<file path="src/rtl/dpll_lf_pkg.sv">
package dpll_lf_pkg;
    localparam int SHIFT_W = 4;

    typedef struct packed {
        logic [SHIFT_W-1:0] kp;
        logic [SHIFT_W-1:0] ki;
        logic [SHIFT_W-1:0] kpole;
    } lf_gains_t;
endpackage

</file>
<file path="src/rtl/lf_sat_add.sv">
// Signed adder that clips to the representable range instead of wrapping.
module lf_sat_add #(
    parameter int W = 24
) (
    input  logic signed [W-1:0] a_i,
    input  logic signed [W-1:0] b_i,
    output logic signed [W-1:0] sum_o
);
    logic [W:0] wide;

    always_comb begin
        wide = {a_i[W-1], a_i} + {b_i[W-1], b_i};
        if (wide[W] != wide[W-1]) begin
            sum_o = wide[W] ? {1'b1, {(W-1){1'b0}}} : {1'b0, {(W-1){1'b1}}};
        end else begin
            sum_o = wide[W-1:0];
        end
    end
endmodule

</file>
<file path="src/rtl/lf_integrator.sv">
// Integral path: accumulates the shifted error, clipping at the rails.
module lf_integrator #(
    parameter int ACC_W   = 24,
    parameter int SHIFT_W = 4
) (
    input  logic                     clk_i,
    input  logic                     rst_ni,
    input  logic                     upd_i,
    input  logic signed [ACC_W-1:0]  err_scaled_i,
    input  logic [SHIFT_W-1:0]       ki_i,
    output logic signed [ACC_W-1:0]  integ_next_o,
    output logic signed [ACC_W-1:0]  integ_q_o
);
    logic signed [ACC_W-1:0] step;
    logic signed [ACC_W-1:0] sum_sat;
    logic signed [ACC_W-1:0] integ_d;
    logic signed [ACC_W-1:0] integ_q;

    lf_sat_add #(.W(ACC_W)) u_add (
        .a_i   (integ_q),
        .b_i   (step),
        .sum_o (sum_sat)
    );

    always_comb begin
        step         = err_scaled_i >>> ki_i;
        integ_next_o = sum_sat;
        integ_d      = upd_i ? sum_sat : integ_q;
    end

    always_ff @(posedge clk_i or negedge rst_ni) begin
        if (!rst_ni) begin
            integ_q <= '0;
        end else begin
            integ_q <= integ_d;
        end
    end

    assign integ_q_o = integ_q;
endmodule

</file>
<file path="src/rtl/lf_pole.sv">
// Single-pole smoothing: y moves a power-of-two fraction toward the target.
module lf_pole #(
    parameter int ACC_W   = 24,
    parameter int SHIFT_W = 4
) (
    input  logic                     clk_i,
    input  logic                     rst_ni,
    input  logic                     upd_i,
    input  logic signed [ACC_W-1:0]  target_i,
    input  logic [SHIFT_W-1:0]       kpole_i,
    output logic signed [ACC_W-1:0]  y_next_o
);
    logic signed [ACC_W:0]   diff;
    logic signed [ACC_W:0]   step;
    logic signed [ACC_W-1:0] y_d;
    logic signed [ACC_W-1:0] y_q;

    always_comb begin
        diff     = $signed({target_i[ACC_W-1], target_i}) - $signed({y_q[ACC_W-1], y_q});
        step     = diff >>> kpole_i;
        // The result always lies between y and the target, so truncation is exact.
        y_next_o = y_q + step[ACC_W-1:0];
        y_d      = upd_i ? y_next_o : y_q;
    end

    always_ff @(posedge clk_i or negedge rst_ni) begin
        if (!rst_ni) begin
            y_q <= '0;
        end else begin
            y_q <= y_d;
        end
    end
endmodule

</file>
<file path="src/rtl/lf_sigma_delta.sv">
// First-order noise shaper: the carry of a fraction accumulator is the dither bit.
module lf_sigma_delta #(
    parameter int FRAC_W = 8
) (
    input  logic              clk_i,
    input  logic              rst_ni,
    input  logic              upd_i,
    input  logic [FRAC_W-1:0] frac_i,
    output logic              carry_next_o
);
    logic [FRAC_W:0]   sum;
    logic [FRAC_W-1:0] acc_d;
    logic [FRAC_W-1:0] acc_q;

    always_comb begin
        sum          = {1'b0, acc_q} + {1'b0, frac_i};
        carry_next_o = sum[FRAC_W];
        acc_d        = upd_i ? sum[FRAC_W-1:0] : acc_q;
    end

    always_ff @(posedge clk_i or negedge rst_ni) begin
        if (!rst_ni) begin
            acc_q <= '0;
        end else begin
            acc_q <= acc_d;
        end
    end
endmodule

</file>
<file path="src/rtl/dpll_loop_filter.sv">
// Loop filter: proportional + integral (zero), one-pole smoother (pole),
// integer control word plus sigma-delta carry from the fractional bits.
module dpll_loop_filter
    import dpll_lf_pkg::*;
#(
    parameter int ERR_W  = 12,
    parameter int ACC_W  = 24,
    parameter int FRAC_W = 8
) (
    input  logic                                 clk_i,
    input  logic                                 rst_ni,
    input  logic                                 upd_i,
    input  logic signed [ERR_W-1:0]              phase_err_i,
    input  logic [3:0]                           kp_shift_i,
    input  logic [3:0]                           ki_shift_i,
    input  logic [3:0]                           pole_shift_i,
    output logic signed [ACC_W-FRAC_W-1:0]       ctrl_word_o,
    output logic                                 ctrl_strobe_o,
    output logic                                 sd_carry_o
);
    localparam int CTRL_W = ACC_W - FRAC_W;

    typedef struct packed {
        logic signed [CTRL_W-1:0] ctrl;
        logic                     strobe;
        logic                     carry;
    } out_state_t;

    lf_gains_t               gains;
    logic signed [ACC_W-1:0] err_ext;
    logic signed [ACC_W-1:0] err_scaled;
    logic signed [ACC_W-1:0] prop;
    logic signed [ACC_W-1:0] integ_next;
    logic signed [ACC_W-1:0] integ_q;
    logic signed [ACC_W-1:0] pi_sum;
    logic signed [ACC_W-1:0] y_next;
    logic                    carry_next;
    logic signed [CTRL_W:0]  ctrl_wide;
    logic signed [CTRL_W-1:0] ctrl_sat;
    out_state_t              st_d;
    out_state_t              st_q;

    always_comb begin
        gains.kp    = kp_shift_i;
        gains.ki    = ki_shift_i;
        gains.kpole = pole_shift_i;
        err_ext     = ACC_W'(phase_err_i);
        err_scaled  = err_ext <<< FRAC_W;
        prop        = err_scaled >>> gains.kp;
    end

    lf_integrator #(.ACC_W(ACC_W), .SHIFT_W(SHIFT_W)) u_integ (
        .clk_i        (clk_i),
        .rst_ni       (rst_ni),
        .upd_i        (upd_i),
        .err_scaled_i (err_scaled),
        .ki_i         (gains.ki),
        .integ_next_o (integ_next),
        .integ_q_o    (integ_q)
    );

    lf_sat_add #(.W(ACC_W)) u_pi_add (
        .a_i   (prop),
        .b_i   (integ_next),
        .sum_o (pi_sum)
    );

    lf_pole #(.ACC_W(ACC_W), .SHIFT_W(SHIFT_W)) u_pole (
        .clk_i    (clk_i),
        .rst_ni   (rst_ni),
        .upd_i    (upd_i),
        .target_i (pi_sum),
        .kpole_i  (gains.kpole),
        .y_next_o (y_next)
    );

    lf_sigma_delta #(.FRAC_W(FRAC_W)) u_sd (
        .clk_i        (clk_i),
        .rst_ni       (rst_ni),
        .upd_i        (upd_i),
        .frac_i       (y_next[FRAC_W-1:0]),
        .carry_next_o (carry_next)
    );

    always_comb begin
        ctrl_wide = $signed({y_next[ACC_W-1], y_next[ACC_W-1:FRAC_W]})
                  + $signed({{CTRL_W{1'b0}}, carry_next});
        // Adding a non-negative carry can only overflow upward.
        if (!ctrl_wide[CTRL_W] && ctrl_wide[CTRL_W-1]) begin
            ctrl_sat = {1'b0, {(CTRL_W-1){1'b1}}};
        end else begin
            ctrl_sat = ctrl_wide[CTRL_W-1:0];
        end

        st_d        = st_q;
        st_d.strobe = upd_i;
        st_d.carry  = upd_i & carry_next;
        if (upd_i) begin
            st_d.ctrl = ctrl_sat;
        end
    end

    always_ff @(posedge clk_i or negedge rst_ni) begin
        if (!rst_ni) begin
            st_q <= '0;
        end else begin
            st_q <= st_d;
        end
    end

    assign ctrl_word_o   = st_q.ctrl;
    assign ctrl_strobe_o = st_q.strobe;
    assign sd_carry_o    = st_q.carry;
endmodule

</file>
<file path="config.mk">
export PLATFORM = sky130hd
export DESIGN_NAME = dpll_loop_filter
export DESIGN_NICKNAME = d
export VERILOG_FILES = /design/src/rtl/dpll_lf_pkg.sv /design/src/rtl/lf_sat_add.sv /design/src/rtl/lf_integrator.sv /design/src/rtl/lf_pole.sv /design/src/rtl/lf_sigma_delta.sv /design/src/rtl/dpll_loop_filter.sv
export SDC_FILE = /design/constraint.sdc
export NUM_CORES = 1
export LEC_CHECK = 0
export BUFFER_PORTS_ARGS = -buffer_cell sky130_fd_sc_hd__buf_2
export CAP_MARGIN = 20
export CORE_UTILIZATION = 61
export CTS_BUF_LIST = sky130_fd_sc_hd__clkbuf_8
export DETAILED_ROUTE_END_ITERATION = 10
export PLACE_DENSITY = 0.79
export SKIP_LAST_GASP = 1
export SLEW_MARGIN = 20
export SYNTH_ARGS = -nofsm -noshare
export SYNTH_HDL_FRONTEND = slang
export SYNTH_HIERARCHICAL = 1
export SYNTH_SLANG_ARGS = --single-unit
</file>
<file path="constraint.sdc">
create_clock -name clk_i -period 15.89 [get_ports clk_i]
set_input_delay 0.7945 -clock clk_i [delete_from_list [all_inputs] [get_ports clk_i]]
set_output_delay 0.7945 -clock clk_i [all_outputs]
set_load 0.01 [all_outputs]
</file>
==> results.ini <==
[run_status]
status=complete, no violations

[clock_tree]
cts_resized=0
cts_tree=yes
htreeDepth=3
post_cts_buffers=0
cts-buffers-inserted=9
cts_buffer_depth=2
cts_sinks=74
cts.reportedPaths.clkPinSlew_ns=0.09
clk_latency_ns=0.39
cts_root_buf=clkbuf_8
hold_buffers=0

[finish]
nNetsFinal=1707
drive_gt1_frac=0.134
antenna_cells=0
area_growth_pct=3.06
final_common_cell=a21oi_1
final_cell_mix=a21oi_1, nand2_1, nor2_1

[synthesis]
syn_inst=1587
synth-simple-area-share=0.162
synth_top_family_by_area=compound AO/OA/AOI/OAI gates
synth_mux_area_frac=0.173
seq_area_frac_synth=0.142
ys_async_sr_fraction=1.00
synthXorXnorAreaFrac=0.0576
synth_compound_area_frac=0.278
synthFlopType=dfrtp_1
synth_edf_count=0
synth_fa_ha_area_frac=0.129
synth-seq-cells=74
mappedNetlistArea_um2=13100
synth_area_per_cell_um2=8.24
yosys_warnings=6
ys_types=120

[die]
rows=53
fp.dieH_um=148
initial_core_util=0.622
die_w_um=148
io_pins=45
dieArea_um2=22000
core_um2=21000

[worst_setup_path]
critical_path.top_delay_family=compound AO/OA/AOI/OAI gates
required_ns=16.19
crit_top_cell=a21oi_1
cp_max_fo=25
cpPeakStageDelay_ns=0.68
rr_endpoint=ctrl_word_o[10]$_DFFE_PN0P_
r2r-start=u_integ/integ_q_o[13]$_DFFE_PN0P_
crit_cells=52
start_kind=input pin
slowest_stage=a31o_1
r2r_slack_ns=3.02
worst-path-buf-inv=4
worstPathArrival_ns=14.73
crit_path_start=ki_shift_i[1]
endpoint_kind=register
critPathCapture=ctrl_word_o[10]$_DFFE_PN0P_
reg2reg_depth=47
setup.worst_path.class=in -> reg

[placement]
place_hpwl_um=27400
portBuffers=44
place.gp.congestion=0.936

[global_route]
grt_max_degree=79
gr-total-overflow=0
antenna_found_initial=0
grt_pass1_vias=11100
grt.total_usage=0.320
grt_pass1_wl_um=56600

[sta]
final-setup-viol-count=0
finalClockSkew_ns=0.0135
finalCritPeriodShare=0.908
drv_slew=0
final-hold-violation-count=0
setup_tns_ns=0
clock.fmax_mhz=69.3
slew_headroom=0.347
finalCriticalPeriod_ns=14.43
rsz0062_at_grt=false
worst_pin_slew_ns=0.971

[routing]
first_iter_violations=1116
wl_per_cell_um=19.1
antenna_left=0
drt_wl_total_um=35300
dr.pass1.iters=5
drc_errors=0
via_count=12400
routed_via_density=6.71

[min_path]
hold_class=in -> async

[job]
maxCapViolCount=0

==> cell type report <==
class,instances,area (um2)
Tap cell,275,344
Inverter,71,267
Fill cell,1805,7540
Clock inverter,6,115
Sequential cell,74,1850
Multi-Input combinational cell,1363,10500
Timing Repair Buffer,49,263
Clock buffer,9,124
==> layer usage <==
metal | wire length (um) | vias to the layer above | track usage
li1 | - | 5958 | -
met1 | 16900 | 5920 | 0.473
met2 | 15200 | 475 | 0.476
met3 | 2580 | 45 | 0.0607
met4 | 607 | 0 | 0.0763
met5 | 0 | - | 0
==> worst reg2reg max path: cells and delay by family (launching register included) <==
family,cells,cell delay (ns)
AOI/OAI and AO/OA,22,5.50
adders and majority gates,9,3.08
muxes,2,0.57
and+or+nand+nor,11,2.97
buffers and inverters,3,0.26
DFF,1,0.41
==> Yosys cell counts, types with 7 or more instances <==
master | count | share of area
mux2_2 | 52 | 0.045
a211oi_1 | 19 | 0.011
inv_1 | 69 | 0.020
a31oi_1 | 25 | 0.012
maj3_1 | 20 | 0.015
o31a_1 | 8 | 0.0054
xnor2_1 | 61 | 0.041
buf_6 | 10 | 0.0086
and2_1 | 12 | 0.0057
o21ai_0 | 77 | 0.029
nor2b_1 | 15 | 0.0072
nand4_1 | 17 | 0.0081
a32o_1 | 8 | 0.0061
o211ai_1 | 23 | 0.013
and3_1 | 7 | 0.0033
o31ai_1 | 7 | 0.0040
nand3_1 | 35 | 0.013
or3_1 | 9 | 0.0043
dfrtp_1 | 74 | 0.14
mux2i_1 | 83 | 0.064
a21oi_1 | 140 | 0.054
mux4_1 | 10 | 0.020
ha_1 | 107 | 0.10
xor2_1 | 25 | 0.017
nand2b_1 | 16 | 0.0077
nor2_1 | 111 | 0.032
a21o_1 | 39 | 0.022
nand2_1 | 135 | 0.039
o21ai_1 | 28 | 0.011
nor3_1 | 36 | 0.014
o21bai_1 | 8 | 0.0046
nor4_1 | 11 | 0.0053
mux4_2 | 26 | 0.045
a21oi_2 | 8 | 0.0054
buf_2 | 28 | 0.011
o32ai_1 | 8 | 0.0054
o21a_1 | 18 | 0.010
clkbuf_1 | 43 | 0.012
==> state kept, by name (all words and copies together), names as in the netlist <==
register,cells
ctrl_word_o,16
sd_carry_o,1
u_sd/acc_q,8
u_pole/y_q,24
ctrl_strobe_o,1
u_integ/integ_q_o,24
==> cells by family (layout without fill, tap and decap cells) <==
group	after synthesis	after routing
AO/OA/AOI/OAI	520	520
XOR/XNOR	86	86
adder cells (fa/ha/maj)	136	136
buffers and inverters	162	135
flip-flops	74	74
multiplexers	171	171
other	1	13
AND/OR/NAND/NOR	437	437
==> worst min path at each step <==
| stage | to | start | slack, ns | cells after the start |
|---|---|---|---|---|
| global route | u_integ/integ_q_o[18]$_DFFE_PN0P_ | rst_ni | 0.32 | 1 |
| global placement | ctrl_word_o[15]$_DFFE_PN0P_ | ctrl_word_o[15]$_DFFE_PN0P_ | 0.48 | 2 |
| finish | u_integ/integ_q_o[20]$_DFFE_PN0P_ | rst_ni | 0.30 | 1 |
| floorplan | u_sd/acc_q[3]$_DFFE_PN0P_ | u_sd/acc_q[3]$_DFFE_PN0P_ | 0.46 | 1 |
| CTS | u_integ/integ_q_o[15]$_DFFE_PN0P_ | rst_ni | 0.30 | 1 |
| detailed placement | ctrl_word_o[15]$_DFFE_PN0P_ | ctrl_word_o[15]$_DFFE_PN0P_ | 0.48 | 2 |
==> stage by stage <==
step / worst slack, ns / instances / util / instance area (um2) / hold slack (ns)
final: 1.46 / 1847 / 0.641 / 13500 / 0.302
after global placement: 2.00 / 1832 / 0.630 / 13200 / 0.478
after CTS: 1.82 / 1847 / 0.641 / 13500 / 0.299
after floorplan: 4.29 / 1599 / - / 13100 / 0.459
after detailed placement: 1.41 / 1832 / 0.630 / 13200 / 0.481
after global routing: 0.623 / 1847 / 0.641 / 13500 / 0.317
Power is not shown: default switching activity piles up to over one toggle a cycle in this logic, so the estimate is an artifact.
